### config.mk
export PLATFORM = sky130hd
export DESIGN_NAME = scl_timing_gen
export DESIGN_NICKNAME = d
export VERILOG_FILES = /design/src/rtl/scl_pkg.sv /design/src/rtl/scl_ctrl.sv /design/src/rtl/scl_phase.sv /design/src/rtl/scl_timing_gen.sv
export SDC_FILE = /design/constraint.sdc
export NUM_CORES = 1
export LEC_CHECK = 0
export CAP_MARGIN = 25
export CORE_ASPECT_RATIO = 1.25
export CORE_MARGIN = 4
export CORE_UTILIZATION = 59
export DETAILED_ROUTE_END_ITERATION = 7
export DONT_BUFFER_PORTS = 1
export PLACE_DENSITY_LB_ADDON = 0.25
export SLEW_MARGIN = 30
export SYNTH_ARGS = -nofsm -noshare
export SYNTH_HDL_FRONTEND = slang
export SYNTH_SLANG_ARGS = --single-unit
### constraint.sdc
create_clock -name clk -period 4.7 [get_ports clk]
set_input_delay 0.94 -clock clk [delete_from_list [all_inputs] [get_ports clk]]
set_output_delay 0.94 -clock clk [all_outputs]
set_load 0.005 [all_outputs]
### src/rtl/scl_pkg.sv
package scl_pkg;
  localparam int BYTE_W = 8;
  localparam int PTR_W  = 3;

  // host address map
  localparam logic [1:0] ADDR_CTRL = 2'd0;
  localparam logic [1:0] ADDR_PTR  = 2'd1;
  localparam logic [1:0] ADDR_DATA = 2'd2;

  // indirect entries
  localparam logic [PTR_W-1:0] IDX_OWN  = 3'd0;
  localparam logic [PTR_W-1:0] IDX_TMO  = 3'd1;
  localparam logic [PTR_W-1:0] IDX_MODE = 3'd2;
  localparam logic [PTR_W-1:0] IDX_LOW  = 3'd3;
  localparam logic [PTR_W-1:0] IDX_HIGH = 3'd4;
  localparam logic [PTR_W-1:0] IDX_KEY  = 3'd5;

  // control byte fields
  localparam int CTRL_EN_BIT  = 6;
  localparam int CTRL_LEG_BIT = 3;
  localparam logic [BYTE_W-1:0] CTRL_MASK = 8'h4F;

  localparam logic [BYTE_W-1:0] KEY_ARM  = 8'hA5;
  localparam logic [BYTE_W-1:0] KEY_FIRE = 8'h5A;

  typedef enum logic [1:0] {
    MODE_STD   = 2'd0,
    MODE_FAST  = 2'd1,
    MODE_FASTP = 2'd2,
    MODE_TURBO = 2'd3
  } bus_mode_e;

  typedef enum logic {
    KEY_IDLE  = 1'b0,
    KEY_ARMED = 1'b1
  } key_state_e;

  // command from control to phase datapath
  typedef struct packed {
    logic              run;
    logic [BYTE_W-1:0] lowTicks;
    logic [BYTE_W-1:0] highTicks;
  } phase_cmd_t;
endpackage

### src/rtl/scl_ctrl.sv
module scl_ctrl
  import scl_pkg::*;
#(
  parameter int OSC_KHZ      = 6600,
  parameter int SETTLE_TICKS = 64
) (
  input  logic              clk,
  input  logic              rstN,
  input  logic              hostWe,
  input  logic [1:0]        hostAddr,
  input  logic [BYTE_W-1:0] hostWdata,
  output logic [BYTE_W-1:0] hostRdata,
  output phase_cmd_t        cmd,
  output logic [1:0]        busMode,
  output logic              ctrlReset
);
  localparam int SETTLE_W = $clog2(SETTLE_TICKS + 1);
  localparam int LEG_CODES = 8;

  function automatic int rateKhz(input int code);
    case (code)
      0:       return 330;
      1:       return 288;
      2:       return 217;
      3:       return 146;
      4:       return 88;
      5:       return 59;
      6:       return 44;
      default: return 36;
    endcase
  endfunction

  logic [BYTE_W-1:0] ctrlReg;
  logic [PTR_W-1:0]  ptrReg;
  logic [BYTE_W-1:0] ownReg;
  logic [BYTE_W-1:0] tmoReg;
  logic [1:0]        modeReg;
  logic [BYTE_W-1:0] lowReg;
  logic [BYTE_W-1:0] highReg;
  key_state_e        keyState;
  logic              softRstQ;
  logic [SETTLE_W-1:0] settleCnt;
  logic              readyQ;

  // legacy half-period table, computed from oscillator rate
  logic [BYTE_W-1:0] legHalf [LEG_CODES];
  for (genvar i = 0; i < LEG_CODES; i++) begin : g_leg
    localparam int HALF = OSC_KHZ / (2 * rateKhz(i));
    localparam int SAT  = (HALF > 255) ? 255 : HALF;
    assign legHalf[i] = BYTE_W'(SAT);
  end

  wire enableBit = ctrlReg[CTRL_EN_BIT];
  wire legacyBit = ctrlReg[CTRL_LEG_BIT];
  wire dataWr    = hostWe && (hostAddr == ADDR_DATA);

  // register file, key sequencer, settle timer
  always_ff @(posedge clk or negedge rstN) begin
    if (!rstN) begin
      ctrlReg   <= '0;
      ptrReg    <= '0;
      ownReg    <= '0;
      tmoReg    <= '0;
      modeReg   <= '0;
      lowReg    <= '0;
      highReg   <= '0;
      keyState  <= KEY_IDLE;
      softRstQ  <= 1'b0;
      settleCnt <= '0;
      readyQ    <= 1'b0;
    end else if (softRstQ) begin
      ctrlReg   <= '0;
      ptrReg    <= '0;
      ownReg    <= '0;
      tmoReg    <= '0;
      modeReg   <= '0;
      lowReg    <= '0;
      highReg   <= '0;
      keyState  <= KEY_IDLE;
      softRstQ  <= 1'b0;
      settleCnt <= '0;
      readyQ    <= 1'b0;
    end else begin
      softRstQ <= 1'b0;
      if (hostWe && hostAddr == ADDR_CTRL) ctrlReg <= hostWdata & CTRL_MASK;
      if (hostWe && hostAddr == ADDR_PTR)  ptrReg  <= hostWdata[PTR_W-1:0];
      if (dataWr) begin
        case (ptrReg)
          IDX_OWN:  ownReg  <= hostWdata;
          IDX_TMO:  tmoReg  <= hostWdata;
          IDX_MODE: modeReg <= hostWdata[1:0];
          IDX_LOW:  lowReg  <= hostWdata;
          IDX_HIGH: highReg <= hostWdata;
          default:  ;
        endcase
        if (keyState == KEY_ARMED) begin
          keyState <= KEY_IDLE;
          if (ptrReg == IDX_KEY && hostWdata == KEY_FIRE) softRstQ <= 1'b1;
        end else if (ptrReg == IDX_KEY && hostWdata == KEY_ARM) begin
          keyState <= KEY_ARMED;
        end
      end
      if (!enableBit) begin
        settleCnt <= '0;
        readyQ    <= 1'b0;
      end else if (!readyQ) begin
        if (settleCnt == SETTLE_W'(SETTLE_TICKS - 1)) readyQ <= 1'b1;
        else settleCnt <= settleCnt + 1'b1;
      end
    end
  end

  // host read mux
  always_comb begin
    hostRdata = '0;
    case (hostAddr)
      ADDR_CTRL: hostRdata = ctrlReg;
      ADDR_PTR:  hostRdata = BYTE_W'(ptrReg);
      ADDR_DATA: begin
        case (ptrReg)
          IDX_OWN:  hostRdata = ownReg;
          IDX_TMO:  hostRdata = tmoReg;
          IDX_MODE: hostRdata = BYTE_W'(modeReg);
          IDX_LOW:  hostRdata = lowReg;
          IDX_HIGH: hostRdata = highReg;
          default:  hostRdata = '0;
        endcase
      end
      default: hostRdata = '0;
    endcase
  end

  // effective counts handed to the datapath
  logic [BYTE_W-1:0] lowSel, highSel;
  always_comb begin
    lowSel        = legacyBit ? legHalf[ctrlReg[2:0]] : lowReg;
    highSel       = legacyBit ? legHalf[ctrlReg[2:0]] : highReg;
    cmd.run       = readyQ;
    cmd.lowTicks  = (lowSel == '0) ? BYTE_W'(1) : lowSel;
    cmd.highTicks = (highSel == '0) ? BYTE_W'(1) : highSel;
  end

  assign busMode   = modeReg;
  assign ctrlReset = softRstQ;

  AST_ENABLE_GATES_READY: assert property (@(posedge clk) disable iff (!rstN)
    !enableBit |=> !readyQ);
  AST_RESET_CLEARS: assert property (@(posedge clk) disable iff (!rstN)
    ctrlReset |=> (ctrlReg == '0 && ptrReg == '0 && ownReg == '0 && !readyQ));
  AST_RESET_ONE_SHOT: assert property (@(posedge clk) disable iff (!rstN)
    ctrlReset |=> !ctrlReset);
  AST_KEY_NEEDS_ARM: assert property (@(posedge clk) disable iff (!rstN)
    $rose(softRstQ) |-> $past(keyState == KEY_ARMED));
endmodule

### src/rtl/scl_phase.sv
module scl_phase
  import scl_pkg::*;
(
  input  logic       clk,
  input  logic       rstN,
  input  phase_cmd_t cmd,
  input  logic       sclIn,
  output logic       sclDriveLow,
  output logic       fallTick,
  output logic       riseTick
);
  logic              running;
  logic              phaseHigh;
  logic [BYTE_W-1:0] cnt;

  always_ff @(posedge clk or negedge rstN) begin
    if (!rstN) begin
      running   <= 1'b0;
      phaseHigh <= 1'b1;
      cnt       <= '0;
      fallTick  <= 1'b0;
      riseTick  <= 1'b0;
    end else begin
      fallTick <= 1'b0;
      riseTick <= 1'b0;
      if (!cmd.run) begin
        running   <= 1'b0;
        phaseHigh <= 1'b1;
        cnt       <= '0;
      end else if (!running) begin
        running   <= 1'b1;
        phaseHigh <= 1'b0;
        cnt       <= BYTE_W'(1);
        fallTick  <= 1'b1;
      end else if (!phaseHigh) begin
        if (cnt >= cmd.lowTicks) begin
          phaseHigh <= 1'b1;
          cnt       <= BYTE_W'(1);
          riseTick  <= 1'b1;
        end else begin
          cnt <= cnt + BYTE_W'(1);
        end
      end else if (sclIn) begin
        if (cnt >= cmd.highTicks) begin
          phaseHigh <= 1'b0;
          cnt       <= BYTE_W'(1);
          fallTick  <= 1'b1;
        end else begin
          cnt <= cnt + BYTE_W'(1);
        end
      end
    end
  end

  assign sclDriveLow = running && !phaseHigh;

  AST_TICKS_EXCLUSIVE: assert property (@(posedge clk) disable iff (!rstN)
    !(fallTick && riseTick));
  AST_FALL_WITH_LOW: assert property (@(posedge clk) disable iff (!rstN)
    fallTick |-> sclDriveLow);
  AST_RISE_RELEASED: assert property (@(posedge clk) disable iff (!rstN)
    riseTick |-> !sclDriveLow);
  AST_STRETCH_FREEZE: assert property (@(posedge clk) disable iff (!rstN)
    (running && phaseHigh && !sclIn && cmd.run) |=> (phaseHigh && $stable(cnt)));
  AST_IDLE_RELEASED: assert property (@(posedge clk) disable iff (!rstN)
    !cmd.run |=> !sclDriveLow);
endmodule

### src/rtl/scl_timing_gen.sv
module scl_timing_gen
  import scl_pkg::*;
#(
  parameter int OSC_KHZ      = 6600,
  parameter int SETTLE_TICKS = 64
) (
  input  logic       clk,
  input  logic       rstN,
  input  logic       hostWe,
  input  logic [1:0] hostAddr,
  input  logic [7:0] hostWdata,
  output logic [7:0] hostRdata,
  input  logic       sclIn,
  output logic       sclDriveLow,
  output logic       fallTick,
  output logic       riseTick,
  output logic       ready,
  output logic [1:0] busMode,
  output logic       ctrlReset
);
  phase_cmd_t cmd;

  scl_ctrl #(
    .OSC_KHZ     (OSC_KHZ),
    .SETTLE_TICKS(SETTLE_TICKS)
  ) u_ctrl (
    .clk      (clk),
    .rstN     (rstN),
    .hostWe   (hostWe),
    .hostAddr (hostAddr),
    .hostWdata(hostWdata),
    .hostRdata(hostRdata),
    .cmd      (cmd),
    .busMode  (busMode),
    .ctrlReset(ctrlReset)
  );

  scl_phase u_phase (
    .clk        (clk),
    .rstN       (rstN),
    .cmd        (cmd),
    .sclIn      (sclIn),
    .sclDriveLow(sclDriveLow),
    .fallTick   (fallTick),
    .riseTick   (riseTick)
  );

  assign ready = cmd.run;
endmodule

### Yosys cells after proc, flatten, opt, wreduce, memory -nomap -nowiden

Memories as Yosys holds them, arrays and structs flattened.
Index checks and enable logic that the tools add are counted.

| operators by class | value |
|---|---|
| add/sub/neg operators | 2 |
| magnitude comparators | 3 |
| equality and inequality tests | 13 |
| mux-type cells | 64 |
| bitwise gates (word level) | 1 |
| reductions and logical operators | 25 |

Operators with widths:

| kind | number |
|---|---|
| $mux W8 | 26 |
| $pmux W8 S5 | 1 |
| $mux W7 | 4 |
| $mux W1 | 27 |
| $pmux W8 S3 | 1 |
| $ge A8 B8 Y1 | 2 |
| $logic_not A8 Y1 | 2 |
| $reduce_bool A2 Y1 | 8 |
| $reduce_and A2 Y1 | 6 |
| $add A8 B1 Y8 const B | 1 |
| $eq A8 B7 Y1 const B | 1 |
| $eq A8 B8 Y1 const B | 1 |
| $add A7 B1 Y7 const B | 1 |
| $eq A7 B6 Y1 const B | 1 |
| $eq A3 B2 Y1 const B | 2 |
| $eq A3 B3 Y1 const B | 2 |
| $logic_and A1 B1 Y1 | 6 |
| $mux W2 | 3 |
| $mux W3 | 2 |
| $ne A3 B3 Y1 const B | 2 |
| $ge A4 B4 Y1 const B | 1 |
| $ne A4 B4 Y1 const B | 1 |
| $not A3 Y4 | 1 |
| $eq A3 B1 Y1 const B | 1 |
| other kinds (5) | 5 |

| storage, ports and cells | value |
|---|---|
| register bits | 67 |
| memory bits (read-only) | 64 |
| memories | 1 |

Memories:

| name | words | bits a word | rd ports | clocked after memory_dff | wr ports | line | text |
|---|---|---|---|---|---|---|---|
| (name not given) | 8 | 8 | 1 | 0 | 0 | scl_ctrl.sv:136 | `lowSel = legacyBit ? legHalf[ctrlReg[2:0]] : lowReg;` |

### Logic depth before layout (Yosys ltp)

| logic depth | value |
|---|---|
| depth in word-level cells | 13 |
| mapped depth | 13 |
| mapped depth without buffers | 13 |

### Modules after synthesis

A second synthesis with hierarchy kept.

| second synthesis, totals | value |
|---|---|
| cells, all modules | 479 |
| area total of the unflattened synthesis | 4096.4 um2 |

Modules (own cells, without submodules):

| module | instances | cells an instance | area each (um2) |
|---|---|---|---|
| scl_ctrl | 1 | 352 | 3012.9 |
| scl_phase | 1 | 127 | 1083.5 |

### Least setup slack after synthesis

No wires, ideal clock.

| timing | value |
|---|---|
| path kind | input-to-output |
| start | in hostAddr[0] |
| end | out hostRdata[3] |
| data arrival time | 1551 ps |
| data required time | 3760 ps |
| slack | 2209 ps |
| stages | 4 |
| buffers on the path | 1 |
| path through | buf_4 -> nor2b_1 -> o21ai_1 -> o21ai_0 |

| between the ends | value |
|---|---|
| word-level cells in the longest chain between the ends | 2 |
| elaborated cells between the ends (all ways) | 4 |

RTL lines:

| element | line | text |
|---|---|---|
| start: declaration | scl_timing_gen.sv:10 | `input logic [1:0] hostAddr,` |
| $eq A2 B2 Y1, or another cell as far along | scl_ctrl.sv:116 | `case (hostAddr)` |
| $pmux W8 S3 (*) | scl_ctrl.sv:116 |  |
| end: declaration | scl_timing_gen.sv:12 | `output logic [7:0] hostRdata,` |

Every way passes the cells marked *; elsewhere a longest branch is shown, timed or not.

### Worst setup path after layout

| timing | value |
|---|---|
| start | reg u_ctrl.ptrReg[0] |
| end | out hostRdata[3] |

| between the ends | value |
|---|---|
| word-level cells in the longest chain between the ends | 3 |
| elaborated cells between the ends (all ways) | 7 |

RTL lines:

| element | line | text |
|---|---|---|
| start: declaration | scl_ctrl.sv:34 | `logic [PTR_W-1:0] ptrReg;` |
| start signal: assignment | scl_ctrl.sv:86 | `if (hostWe && hostAddr == ADDR_PTR) ptrReg <= hostWdata[PTR_W-1:0];` |
| $eq A3 B3 Y1, or another cell as far along | scl_ctrl.sv:120 | `case (ptrReg)` |
| $pmux W8 S5 (*) | scl_ctrl.sv:120 |  |
| $pmux W8 S3 (*) | scl_ctrl.sv:116 |  |

Marks and branches as above.

==> impl_metrics.env <==
export IMPL_relSlewSlack_pct=49.0
export IMPL_cts_buffer_depth=2
export IMPL_slew_viol_final=0
export IMPL_drc=0
export IMPL_muxShareOfSynthArea_pct=12.7
export IMPL_cp_arrival_ns=2.27
export IMPL_period_minus_slack_ns=3.21
export IMPL_netlist_area_mm2=0.00398
export IMPL_grt_max_degree=65
export IMPL_drt_iter0_drc=109
export IMPL_portBuffers=0
export IMPL_gr_total_overflow=0
export IMPL_dpl_hpwl_um=6490
export IMPL_synth_cell_types=58
export IMPL_gp_congestion=0.843
export IMPL_drt_pass1_iterations=5
export IMPL_synth_top_family_by_area="simple AND/OR/NAND/NOR gates"
export IMPL_critical_path_max_fanout=17
export IMPL_clock_fmax_ghz=0.312
export IMPL_clock_skew_ns=0.0107
export IMPL_vdd_drop_max_v=0.000302
export IMPL_ys_warn_count=0
export IMPL_swShare_pct=35.4
export IMPL_ys_seq_elements=64
export IMPL_p_comb_share_pct=27.6
export IMPL_clk_pin_slew_ns=0.07
export IMPL_cts_tree="yes"
export IMPL_die_area_mm2=0.00812
export IMPL_dp_cells=484
export IMPL_grt_antenna_before_repair=0
export IMPL_final_nets=445
export IMPL_worstPathRequired_ns=3.76
export IMPL_routed_via_count=3059
export IMPL_core_area_mm2=0.00657
export IMPL_cts_root_buffer="clkbuf_8"
export IMPL_syn_inst=420
export IMPL_async_flop_share_pct=100
export IMPL_worstMarginPinSlew_ns=0.765
export IMPL_synth_simple_gate_area_share_pct=19.8
export IMPL_wl_per_cell_um=17.9
export IMPL_p_seq_share_pct=47.1
export IMPL_min_period_over_period_pct=68.2
export IMPL_power_internal_mw=1.15
export IMPL_regToRegSetupSlack_ns=1.50
export IMPL_antenna_cells=0
export IMPL_vias_per_cell=6.12
export IMPL_crit_path_end_kind="output port"
export IMPL_drive_gt1_share_pct=8.47
export IMPL_power_density_mw_per_mm2=429
export IMPL_crit_type="register to output port"
export IMPL_start_kind="register"
export IMPL_hold_viol=0
export IMPL_p_clk_share_pct=25.3
export IMPL_grt_pass1_wl_um=15400
export IMPL_start_util_pct=60.5
export IMPL_grtUsageTotal_pct=24.6
export IMPL_p_switching_mw=0.628
export IMPL_grt_pass1_vias=3119
export IMPL_die_y_um=99.8
export IMPL_final_cells=500
export IMPL_insertion_delay_ns=0.34
export IMPL_syn_area_per_cell_um2=9.46
export IMPL_postCtsResizedCells=0
export IMPL_synthAdderAreaFrac_pct=7.24
export IMPL_cts_hold_fix_buffers=0
export IMPL_cts_buffers=9
export IMPL_rows=33
export IMPL_die_w_um=81.4
export IMPL_synthXorXnorAreaFrac_pct=1.32
export IMPL_io_pins=29
export IMPL_seq_area_frac_synth_pct=40.3
export IMPL_synth_net_count=457
export IMPL_cts_setup_buffers=0
export IMPL_synth_edf_count=0
export IMPL_p_leak_nw=1.96
export IMPL_status="complete, no violations"
export IMPL_totalWireLength_um=8950
export IMPL_maxCapViolCount=0
export IMPL_cts_sinks=64
export IMPL_synth_compound_area_share_pct=13.8
export IMPL_setup_violations_final=0
export IMPL_synth_top_flop_cell="dfrtp_1"
export IMPL_rsz0062_at_grt="false"
export IMPL_areaGrowthSynthToFinish_pct=4.03
export IMPL_hold_class="primary input to async pin"
export IMPL_htree_num_levels=3
export IMPL_setup_tns_ns=0
export IMPL_antenna_left=0
## critical path, cell delays in order, from the launching register on
cell and delay [ns]:
dfrtp_1 0.82, nor2_1 0.08, buf_4 0.21, o21ai_1 0.51
o21ai_0 0.29
## registers in the layout, indices dropped and copies added, names as in the netlist
signal / count
u_ctrl.busMode: 2
u_ctrl.ctrlReg: 5
u_ctrl.ctrlReset: 1
u_ctrl.highReg: 8
u_ctrl.keyState: 1
u_ctrl.lowReg: 8
u_ctrl.ownReg: 8
u_ctrl.ptrReg: 3
u_ctrl.readyQ: 1
u_ctrl.settleCnt: 7
u_ctrl.tmoReg: 8
u_phase.cnt: 8
u_phase.fallTick: 1
u_phase.phaseHigh: 1
u_phase.riseTick: 1
u_phase.running: 1
## synthesized netlist by cell type, types with 6 or more instances
cell       n  area [um^2]
and3_1     6         37.5
nand2_1   33          124
buf_2      8         40.0
nand3b_1   6         45.0
dfrtp_1   63         1580
a21oi_1   17         85.1
a22oi_1   10         75.1
mux2i_1   47          470
clkbuf_1  10         37.5
and2_1     7         43.8
nor3_1     6         30.0
inv_1     10         37.5
nand3_1   14         70.1
o21ai_0   20          100
nor2b_1    6         37.5
nor2_1    65          244
ha_1      23          288
## stage by stage
step	instance area (um^2)	worst slack, ns	total power, mW	hold slack (ns)	utilization [%]
floorplan	3980	2.21	1.20	0.481	-
global placement	3950	1.74	1.31	0.504	60.2
detailed placement	3950	1.58	1.33	0.516	60.2
CTS	4140	1.49	1.78	0.268	63.0
global route	4140	1.17	1.90	0.256	63.0
finish	4140	1.49	1.77	0.289	63.0
## routing by layer
metal  GRT usage (%)  vias up  wire, um  share of wire [%]
li1                -     1463         -                  -
met2            40.7       82      4520                 50
met1            29.4     1493      3690                 41
met5               0        -         0                  0
met4            13.0        0       300                3.4
met3            5.83       21       448                5.0
## cells by family (layout without fill, tap and decap cells)
kind of cell | count (synthesis) | count (layout)
and+or+nand+nor | 161 | 161
muxes | 49 | 49
AOI/OAI and AO/OA | 80 | 80
buffers and inverters | 37 | 30
xor gates and xnor gates | 6 | 6
DFF | 64 | 64
adders and majority gates | 23 | 23
## cells in the final DEF, fill, tap and decap left out, types with 3 or more instances in the layout
cell type	synthesis	routed
a21o_1	3	3
a21oi_1	17	17
a22oi_1	10	10
and2_1	7	7
and3_1	6	6
clkbuf_8	0	12
dfrtp_1	63	63
ha_1	23	23
inv_1	10	10
mux2i_1	47	47
nand2_1	33	33
nand3_1	14	14
nand3b_1	6	6
nand4_1	3	3
nor2_1	65	65
nor2b_1	6	6
nor3_1	6	6
o211ai_2	3	3
o21ai_0	20	20
o21ai_1	4	4
o22ai_1	5	5
xor2_1	4	4
## power groups by stage
stage / sequential, mW / clock (mW) / combinational (mW)
floorplan: 0.769 / 0 / 0.434
global placement: 0.839 / 0 / 0.467
detailed placement: 0.844 / 0 / 0.482
CTS: 0.833 / 0.458 / 0.489
global route: 0.851 / 0.484 / 0.565
finish: 0.836 / 0.449 / 0.489
## worst paths after layout
kind	from	depth (start not counted)	endpoint
hold reg to reg	u_ctrl.ownReg[3]	2	u_ctrl.ownReg[3]
max in group asynchronous	rstN	0	u_phase.phaseHigh
min in group clk	u_ctrl.ownReg[3]	2	u_ctrl.ownReg[3]
setup / recovery	u_ctrl.ptrReg[0]	4	hostRdata[3]
setup reg to reg	u_ctrl.ctrlReg[3]	11	u_phase.cnt[0]
hold / removal	rstN	0	u_ctrl.lowReg[5]
## layout make-up
class | instances | area, um^2
clock buffer | 14 | 173
clock inverter | 2 | 12.5
fill | 547 | 2430
inverter | 12 | 45.0
multi-input combinational | 319 | 2180
sequential | 64 | 1600
tap | 87 | 109
timing repair buffer | 2 | 15.0
(Power assumes the default switching activity.)
